File: config.mk
export PLATFORM = sky130hd
export DESIGN_NAME = xtl_unit
export DESIGN_NICKNAME = d
export VERILOG_FILES = /design/src/rtl/xtl_pkg.sv /design/src/rtl/xtl_split.sv /design/src/rtl/xtl_ops.sv /design/src/rtl/xtl_merge.sv /design/src/rtl/xtl_unit.sv
export SDC_FILE = /design/constraint.sdc
export NUM_CORES = 1
export LEC_CHECK = 0
export BUFFER_PORTS_ARGS = -buffer_cell sky130_fd_sc_hd__buf_2
export CORE_MARGIN = 2
export CORE_UTILIZATION = 50
export DETAILED_ROUTE_END_ITERATION = 16
export MAX_ROUTING_LAYER = met4
export PLACE_DENSITY = 0.75
export SYNTH_ARGS = -nofsm -noshare
export SYNTH_HDL_FRONTEND = slang
export SYNTH_SLANG_ARGS = --single-unit
File: constraint.sdc
create_clock -name vclk -period 4.1
set_input_delay 0.82 -clock vclk [all_inputs]
set_output_delay 0.82 -clock vclk [all_outputs]
set_load 0.03 [all_outputs]
File: src/rtl/xtl_pkg.sv
package xtl_pkg;

  typedef enum logic [3:0] {
    OP_AND  = 4'd0,
    OP_OR   = 4'd1,
    OP_XOR  = 4'd2,
    OP_XNOR = 4'd3,
    OP_RAND = 4'd4,
    OP_ROR  = 4'd5,
    OP_RXOR = 4'd6,
    OP_LAND = 4'd7,
    OP_LOR  = 4'd8,
    OP_EQ   = 4'd9,
    OP_NE   = 4'd10,
    OP_CEQ  = 4'd11
  } xtl_op_e;

  // One three-valued position on its three wires.
  typedef struct packed {
    logic z;
    logic o;
    logic x;
  } tri_t;

  // Opcodes whose result sits in bit 0 only.
  function automatic logic op_is_bool(input logic [3:0] code);
    return (code >= 4'd4) && (code <= 4'd11);
  endfunction

  // Build a position from its zero and one wires; unknown fills the gap.
  function automatic tri_t settle(input logic zero, input logic one);
    tri_t t;
    t.z = zero;
    t.o = one;
    t.x = ~(zero | one);
    return t;
  endfunction

  // Exchange the defined results (used for duals and complements).
  function automatic tri_t flip(input tri_t t);
    tri_t r;
    r.z = t.o;
    r.o = t.z;
    r.x = t.x;
    return r;
  endfunction

endpackage

File: src/rtl/xtl_split.sv
module xtl_split #(
  parameter int IW = 8,
  parameter int OW = 8
) (
  input  logic [IW-1:0] val,
  input  logic [IW-1:0] xm,
  output logic [OW-1:0] is0,
  output logic [OW-1:0] is1,
  output logic [OW-1:0] isx,
  output logic          ok
);
  localparam int PAD = OW - IW;

  for (genvar i = 0; i < OW; i++) begin : g_bit
    if (i < IW) begin : g_live
      assign is1[i] = val[i] & ~xm[i];
      assign is0[i] = ~val[i] & ~xm[i];
      assign isx[i] = xm[i];
    end else begin : g_pad
      assign is1[i] = 1'b0;
      assign is0[i] = 1'b1;
      assign isx[i] = 1'b0;
    end
  end

  assign ok = (&(is0 | is1 | isx)) & ~(|((is0 & is1) | (is0 & isx) | (is1 & isx)));

  always_comb begin
    if (PAD >= 0) begin
      for (int k = 0; k < OW; k++)
        a_r11_split_onehot: assert ($countones({is0[k], is1[k], isx[k]}) == 1)
          else $error("R11 split rails not one-hot at %0d", k);
    end
  end
endmodule

File: src/rtl/xtl_ops.sv
module xtl_ops
  import xtl_pkg::*;
#(
  parameter int W = 8
) (
  input  logic [W-1:0] a0,
  input  logic [W-1:0] a1,
  input  logic [W-1:0] ax,
  input  logic [W-1:0] b0,
  input  logic [W-1:0] b1,
  input  logic [W-1:0] bx,
  input  xtl_op_e      op,
  output logic [W-1:0] y0,
  output logic [W-1:0] y1,
  output logic [W-1:0] yx
);
  // Shared intermediate events, named for inspection.
  logic [W-1:0] xor_x, xor_o, eq_diff, eq_xpos;
  tri_t red_and, red_or, red_xor, a_truth, b_truth, land_r, lor_r, eq_r, ceq_r;

  assign xor_x   = ax | bx;
  assign xor_o   = (a1 ^ b1) & ~xor_x;
  assign eq_xpos = ax | bx;
  assign eq_diff = (a1 ^ b1) & ~eq_xpos;

  assign red_and = settle(|a0, &a1);
  assign red_or  = settle(&a0, |a1);
  assign a_truth = settle(&a0, |a1);
  assign b_truth = settle(&b0, |b1);
  assign land_r  = settle(a_truth.z | b_truth.z, a_truth.o & b_truth.o);
  assign lor_r   = settle(a_truth.z & b_truth.z, a_truth.o | b_truth.o);

  always_comb begin
    red_xor.x = |ax;
    red_xor.o = (^a1) & ~red_xor.x;
    red_xor.z = ~(red_xor.o | red_xor.x);
    eq_r.z    = |eq_diff;
    eq_r.x    = (|eq_xpos) & ~eq_r.z;
    eq_r.o    = ~(eq_r.z | eq_r.x);
    ceq_r.o   = &(~(a0 ^ b0) & ~(a1 ^ b1));
    ceq_r.z   = ~ceq_r.o;
    ceq_r.x   = 1'b0;
  end

  function automatic void put_bool(input tri_t t,
                                   output logic [W-1:0] z,
                                   output logic [W-1:0] o,
                                   output logic [W-1:0] x);
    z = {{(W-1){1'b1}}, t.z};
    o = {{(W-1){1'b0}}, t.o};
    x = {{(W-1){1'b0}}, t.x};
  endfunction

  always_comb begin
    y0 = '0;
    y1 = '0;
    yx = '1;
    unique case (op)
      OP_AND: begin
        y0 = a0 | b0;
        y1 = a1 & b1;
        yx = ~(y0 | y1);
      end
      OP_OR: begin
        y1 = a1 | b1;
        y0 = a0 & b0;
        yx = ~(y0 | y1);
      end
      OP_XOR: begin
        yx = xor_x;
        y1 = xor_o;
        y0 = ~(xor_o | xor_x);
      end
      OP_XNOR: begin
        yx = xor_x;
        y0 = xor_o;
        y1 = ~(xor_o | xor_x);
      end
      OP_RAND: put_bool(red_and, y0, y1, yx);
      OP_ROR:  put_bool(red_or, y0, y1, yx);
      OP_RXOR: put_bool(red_xor, y0, y1, yx);
      OP_LAND: put_bool(land_r, y0, y1, yx);
      OP_LOR:  put_bool(lor_r, y0, y1, yx);
      OP_EQ:   put_bool(eq_r, y0, y1, yx);
      OP_NE:   put_bool(flip(eq_r), y0, y1, yx);
      OP_CEQ:  put_bool(ceq_r, y0, y1, yx);
      default: begin
        y0 = '0;
        y1 = '0;
        yx = '1;
      end
    endcase
  end
endmodule

File: src/rtl/xtl_merge.sv
module xtl_merge #(
  parameter int W = 8
) (
  input  logic [W-1:0] is0,
  input  logic [W-1:0] is1,
  input  logic [W-1:0] isx,
  output logic [W-1:0] val,
  output logic [W-1:0] xm,
  output logic         ok
);
  assign val = is1 & ~isx;
  assign xm  = isx;
  assign ok  = (&(is0 | is1 | isx)) & ~(|((is0 & is1) | (is0 & isx) | (is1 & isx)));

  always_comb begin
    for (int k = 0; k < W; k++)
      a_r11_merge_onehot: assert ($countones({is0[k], is1[k], isx[k]}) == 1)
        else $error("R11 result rails not one-hot at %0d", k);
  end
endmodule

File: src/rtl/xtl_unit.sv
module xtl_unit
  import xtl_pkg::*;
#(
  parameter int W  = 8,
  parameter int BW = 8
) (
  input  logic [W-1:0]  a_val,
  input  logic [W-1:0]  a_xm,
  input  logic [BW-1:0] b_val,
  input  logic [BW-1:0] b_xm,
  input  logic [3:0]    op,
  output logic [W-1:0]  y_val,
  output logic [W-1:0]  y_xm,
  output logic          enc_ok
);
  logic [W-1:0] a0, a1, ax, b0, b1, bx, y0, y1, yx;
  logic         ok_a, ok_b, ok_y;
  xtl_op_e      op_e;

  assign op_e = xtl_op_e'(op);

  xtl_split #(.IW(W), .OW(W)) u_split_a (
    .val(a_val), .xm(a_xm), .is0(a0), .is1(a1), .isx(ax), .ok(ok_a)
  );

  xtl_split #(.IW(BW), .OW(W)) u_split_b (
    .val(b_val), .xm(b_xm), .is0(b0), .is1(b1), .isx(bx), .ok(ok_b)
  );

  xtl_ops #(.W(W)) u_ops (
    .a0(a0), .a1(a1), .ax(ax), .b0(b0), .b1(b1), .bx(bx),
    .op(op_e), .y0(y0), .y1(y1), .yx(yx)
  );

  xtl_merge #(.W(W)) u_merge (
    .is0(y0), .is1(y1), .isx(yx), .val(y_val), .xm(y_xm), .ok(ok_y)
  );

  assign enc_ok = ok_a & ok_b & ok_y;

  // Port-level checks.
  logic [W-1:0] b_xm_wide;
  assign b_xm_wide = W'(b_xm);

  always_comb begin
    a_r1_masked_data_zero: assert ((y_val & y_xm) == '0)
      else $error("R1 value bit set under mask");
    if (op_is_bool(op)) begin
      a_r4_bool_upper_defined: assert ((y_val[W-1:1] == '0) && (y_xm[W-1:1] == '0))
        else $error("R4 upper result bits not defined zero");
    end
    if (op == 4'd11) begin
      a_r8_caseeq_never_x: assert (!y_xm[0])
        else $error("R8 exact match produced unknown");
    end
    if (op == 4'd2 || op == 4'd3) begin
      a_r3_xor_x_mask: assert (y_xm == (a_xm | b_xm_wide))
        else $error("R3 xor unknown mask mismatch");
    end
    if (op >= 4'd12) begin
      a_r10_undef_all_x: assert (y_xm == '1)
        else $error("R10 undefined opcode not all unknown");
    end
  end
endmodule

==> impl_results.md, run 1 <==
* Leading area contributor after synthesis: ha_1
* Multi-input gate area at 2060 um^2
* Run status: finished, violations left
* Commonest non-fill, non-tap cell in the layout: buf_4
* Clkbuf count at 0
* Final setup margin at -0.116 ns
* Drt first pass iters at 7
* Largest net degree at the start of global routing at 16
* Worst Tran Pin Value at 0.449 ns
* Post-Syn Area per Cell at 6.17 um^2
* Ys Warns at 0
* Final RePlAce weighted congestion at 0.965
* Filler instances at 374
* Power after layout at between 300 and 400 uW
* Most frequent cells in the layout: buf_4, buf_2, nor2_1
* Sequential area share after synthesis at 0%
* Cts hold-fix bufs at 0
* Final ANT Viol Nets at 0
* Nets at 488
* Cell variety after synth at 60
* Crit path max fanout at 3
* Setup bufs post-CTS at 0
* Initial antenna violation count at 0
* Post-synth net total at 404
* Die Width at between 60 and 70 um
* Worst hold path type: primary input to primary output
* Total number of vias at 3122
* Final period util at 103%
* P per Cell Area at 126 nW/um^2
* Failing checks: setup timing
* Synth Area in Compound Gates at 30.5%
* Sequential Area at 0 um^2
* Vias in the first global route at 2861
* Tmin final at 4.22 ns
* Area Overhead vs Synth at 33.6%
* Core box area at 4090 um^2
* Initial Util at 53.3%
* Worst EP arrival at ~3.4 ns
* Via density at ~6.4
* RSZ-0062 raised after global routing: true
* Synth Cell Area at 2180 um^2
* # DRC at 0
* Crit Path Category: primary input to primary output
* Slew margin rel. at 69.8%
* Worst setup EP type: primary output
* Fmax achieved at ~240 MHz
* Post-synthesis mux area share at 0.460%
* Adder-cell share of the synthesized area at approximately 11%
* Hold slack at 2.20 ns
* Leakage power at ~0.0014 uW
* Die ar. at 4900 um^2
* Crit path required time at 3.28 ns
* ANT cells at 0
* DR iter-0 viols at 316
* Buffers on Ports at 53
* Largest family of logic cells by synthesized area: simple AND/OR/NAND/NOR gates
* Final instance area at 2910 um^2
* MaxCap Viol Count at 0
* HPWL Detailed at 7030 um
* Finish-stage setup viols at 1
* XOR/XNOR Fraction of Synth Area at 11.1%
* Global-route wire length before repair at 13700 um
* Final setup TNS at -0.116 ns
* Count of flip-flops and latches at 0
* Simple-gate share of the synthesized area at 38.0%
* WL final at 8710 um
* Share of cells above drive strength 1 at 30.8%
* Synth area leaders: ha_1, xor2_1, nor2_1
* Startpoint types: primary input
* Worst VDD drop at 78.6 uV
* Die Y at 70.0 um
* Area share of the largest cell type after synthesis at approximately 8.6%
* Syn Inst Count at 353
* Gr ovfl total at 0
* GRT Overall Usage at 34.5%
* Ports at between 50 and 60
* DR WL/cell at 18.0 um
* Post-place instance area at roughly 2800 um^2
* Final Hold Viols at 0
* Row Count at 23
* Fin. max-slew vios at 0
worst max-delay path, cell delays in order:
cell and delay (ns):
buf_2 0.11, nor2b_1 0.19, inv_1 0.10, ha_2 0.32, a221oi_2 0.32, and3_1 0.24, nor2_1 0.06, o21ai_2 0.15
o2111ai_2 0.15, a2111o_1 0.42, mux2i_2 0.23, a21o_1 0.16, buf_6 0.13
cells in the mapped netlist, types with 4 or more instances:
library cell / instances
a211oi_1: 5
a21oi_1: 20
and2_1: 5
and3_1: 4
clkbuf_1: 22
ha_1: 15
inv_1: 25
maj3_1: 5
nand2_1: 27
nand2b_1: 11
nand3_1: 11
nand4_1: 6
nor2_1: 36
nor2b_1: 6
nor3_1: 8
nor4_1: 17
o21ai_0: 24
o221ai_1: 4
o22ai_1: 5
or2_2: 6
or3_1: 6
xnor2_1: 8
xor2_1: 17
per-layer routing:
layer | GRT usage (%) | vias to the layer above | wire, um
li1 | - | 1459 | -
met1 | 44.3 | 1425 | 3620
met2 | 58.3 | 205 | 4010
met3 | 4.33 | 33 | 803
met4 | 6.84 | 0 | 279
met5 | - | - | 0
final timing paths:
| kind | startpoint | end | cells past startpoint |
|---|---|---|---|
| worst max-delay path | a_xm[1] | enc_ok | 13 |
| worst min-delay path | b_xm[5] | y_xm[5] | 4 |
repair_timing:
item / CTS / global route
pin swaps: 4 / 11
resized for setup: 4 / 14
setup endpoints to repair: 1 / 1
per-stage QoR:
step	util [%]	setup WS, ns	std cells
finish	71.2	-0.116	485
floorplan	-	0.0781	353
global placement	69.0	-0.126	485
detailed placement	69.0	-0.195	485
global route	71.2	-0.243	485
CTS	69.3	-0.0805	485
cell type report:
cell class         count  area share, %
well taps             50           2.15
multi-input cells    301           71.0
repair buffers       108           23.5
inverters             26           3.35
kinds of logic (layout without fill, tap and decap cells):
family	after synthesis	in the layout
simple gates	157	157
compound gates	97	97
buf+inv	52	134
xor+xnor	26	26
fa+ha+maj	20	20
mux	1	1
where the power goes:
part | switching [uW] | internal, uW
clock | 0 | 0
combinational | 215 | 153
sequential | 0 | 0
total | 215 | 153
No activity file was read; power rests on OpenSTA's default activity.
==> run 2: changes to the inputs <==
--- a/config.mk
+++ b/config.mk
@@ -11,6 +11,8 @@
 export DETAILED_ROUTE_END_ITERATION = 16
 export MAX_ROUTING_LAYER = met4
 export PLACE_DENSITY = 0.75
+export RECOVER_POWER = 50
+export SKIP_LAST_GASP = 1
 export SYNTH_ARGS = -nofsm -noshare
 export SYNTH_HDL_FRONTEND = slang
 export SYNTH_SLANG_ARGS = --single-unit
==> impl_results.md, run 2 (synthesis gave the netlist of run 1 again) <==
* Run status: finished, violations left
* Failing checks: setup timing
* Slowest CP cell: a2111o_1
* GRT Overall Usage at 34.5% (unchanged)
* Worst EP arrival at 3.40 ns (about the same)
* Final RePlAce weighted congestion at 0.965 (unchanged)
* Global-route wire length before repair at 13700 um (unchanged)
* Family with the most delay on the worst path: compound AO/OA/AOI/OAI gates
* Initial Util at 53.3% (unchanged)
* Worst VDD drop at 77.9 uV (-0.79%)
* Post-place instance area at 2820 um^2 (unchanged)
* P per Cell Area at 126 nW/um^2 (about the same)
* Crit-path max cell delay at 0.42 ns (about the same)
* Slew margin rel. at 69.9% (+0.13 points)
* Tmin final at 4.22 ns (+0.00135 ns)
* Nets at 488 (unchanged)
* Crit Path Category: primary input to primary output
* Final period util at 103% (about the same)
* Buffers on Ports at 53 (unchanged)
* Hold slack at 2.24 ns (+0.0382 ns)
* Via density at 6.43 (about the same)
* Fin. max-slew vios at 0 (unchanged)
* Row Count at 23 (unchanged)
* Met3 GRT Util at 4.33% (unchanged)
* Initial antenna violation count at 0 (unchanged)
* Final instance area at 2900 um^2 (-0.26%)
* Clkbuf count at 0 (unchanged)
* Final setup margin at -0.118 ns (-0.00135 ns)
* Core box area at 4090 um^2 (unchanged)
* Leakage power at 0.00135 uW (-1.6%)
* Worst path cell trace: buf_2 -> nor2b_1 -> inv_1 -> ha_2 -> a221oi_2 -> and3_1 -> nor2_1 -> o21ai_2 -> o2111ai_2 -> a2111o_1 -> mux2i_2 -> a21o_1 -> buf_6
* Final Util at 71.0% (-0.18 points)
* DR iter-0 viols at 316 (unchanged)
* Share of cells above drive strength 1 at 29.4% (-1.4 points)
* Fmax achieved at 237 MHz (about the same)
* Sequential Area at 0 um^2 (unchanged)
* RSZ-0062 raised after global routing: true
* Die Width at 70.0 um (unchanged)
* Met2 GRT Util at 58.3% (unchanged)
* Final ANT Viol Nets at 0 (unchanged)
* Count of flip-flops and latches at 0 (unchanged)
* Crit path buffers/inverters at 3 (unchanged)
* Worst setup EP type: primary output
* # DRC at 0 (unchanged)
* WL final at 8720 um (about the same)
* Crit path required time at 3.28 ns (about the same)
* Total number of vias at 3119 (-0.096%)
* ANT cells at 0 (unchanged)
* Final setup TNS at -0.118 ns (-0.00135 ns)
* HPWL Detailed at 7030 um (unchanged)
* Crit path max fanout at 3 (unchanged)
* MaxCap Viol Count at 0 (unchanged)
* Startpoint types: primary input
* Most frequent cells in the layout: buf_4, buf_2, nor2_1
* DR WL/cell at 18.0 um (about the same)
* Largest net degree at the start of global routing at 16 (unchanged)
* Cts hold-fix bufs at 0 (unchanged)
* Commonest non-fill, non-tap cell in the layout: buf_4
* Worst Tran Pin Value at 0.448 ns (-0.00188 ns)
* Vias in the first global route at 2861 (unchanged)
* Met1 global-route usage at 44.3% (unchanged)
* Die Y at 70.0 um (unchanged)
* GRT Max-Usage Layer: met2
* Final Hold Viols at 0 (unchanged)
* Ports at 53 (unchanged)
* Worst hold path type: primary input to primary output
* Finish-stage setup viols at 1 (unchanged)
* Drt first pass iters at 7 (unchanged)
* Die ar. at 4900 um^2 (unchanged)
* Gr ovfl total at 0 (unchanged)
* Area Overhead vs Synth at 33.3%
run 2: changes by cell type in the layout (fill, tap and decap cells not counted), sizes merged:
cell    change
buf         -6
clkbuf      +6
run 2: final cells by class:
class,instances,area (um^2)
Fill cell,379,1180
Tap cell,50,62.6
Timing Repair Buffer,108,677
Inverter,26,97.6
Multi-Input combinational cell,301,2060
run 2: repair_timing:
| action | 4_1_cts | 5_1_grt |
|---|---|---|
| resized for setup | 4 | 14 |
| endpoints found under the setup margin | 1 | 1 |
| pin swaps | 4 | 11 |
| buffers inserted | 0 | 0 |
run 2: layer usage:
layer	share of wire, %	routed length (um)
met2	46	4010
met5	0	0
met4	3.1	272
met3	9.2	802
met1	42	3630
run 2: worst min-delay path: stages:
cell and delay [ns]:
buf_2 0.14, a21oi_1 0.13, o21bai_1 0.10, clkbuf_1 0.22
run 2: stage by stage:
step	setup slack (ns)	cells	total power, uW
after global placement	-0.126	485	334
after global routing	-0.243	485	393
after floorplan	0.0781	353	209
after CTS	-0.0805	485	343
after detailed placement	-0.195	485	337
final	-0.118	485	366
run 2: worst paths after layout:
check | from | depth (start not counted) | slack, ns | to
max | a_xm[1] | 13 | -0.12 | enc_ok
min | b_xm[5] | 4 | 2.24 | y_xm[5]
run 2: power by group:
group | switching [uW] | total [uW] | internal (uW)
Clock | 0 | 0 | 0
Combinational | 215 | 366 | 152
Sequential | 0 | 0 | 0
Total | 215 | 366 | 152
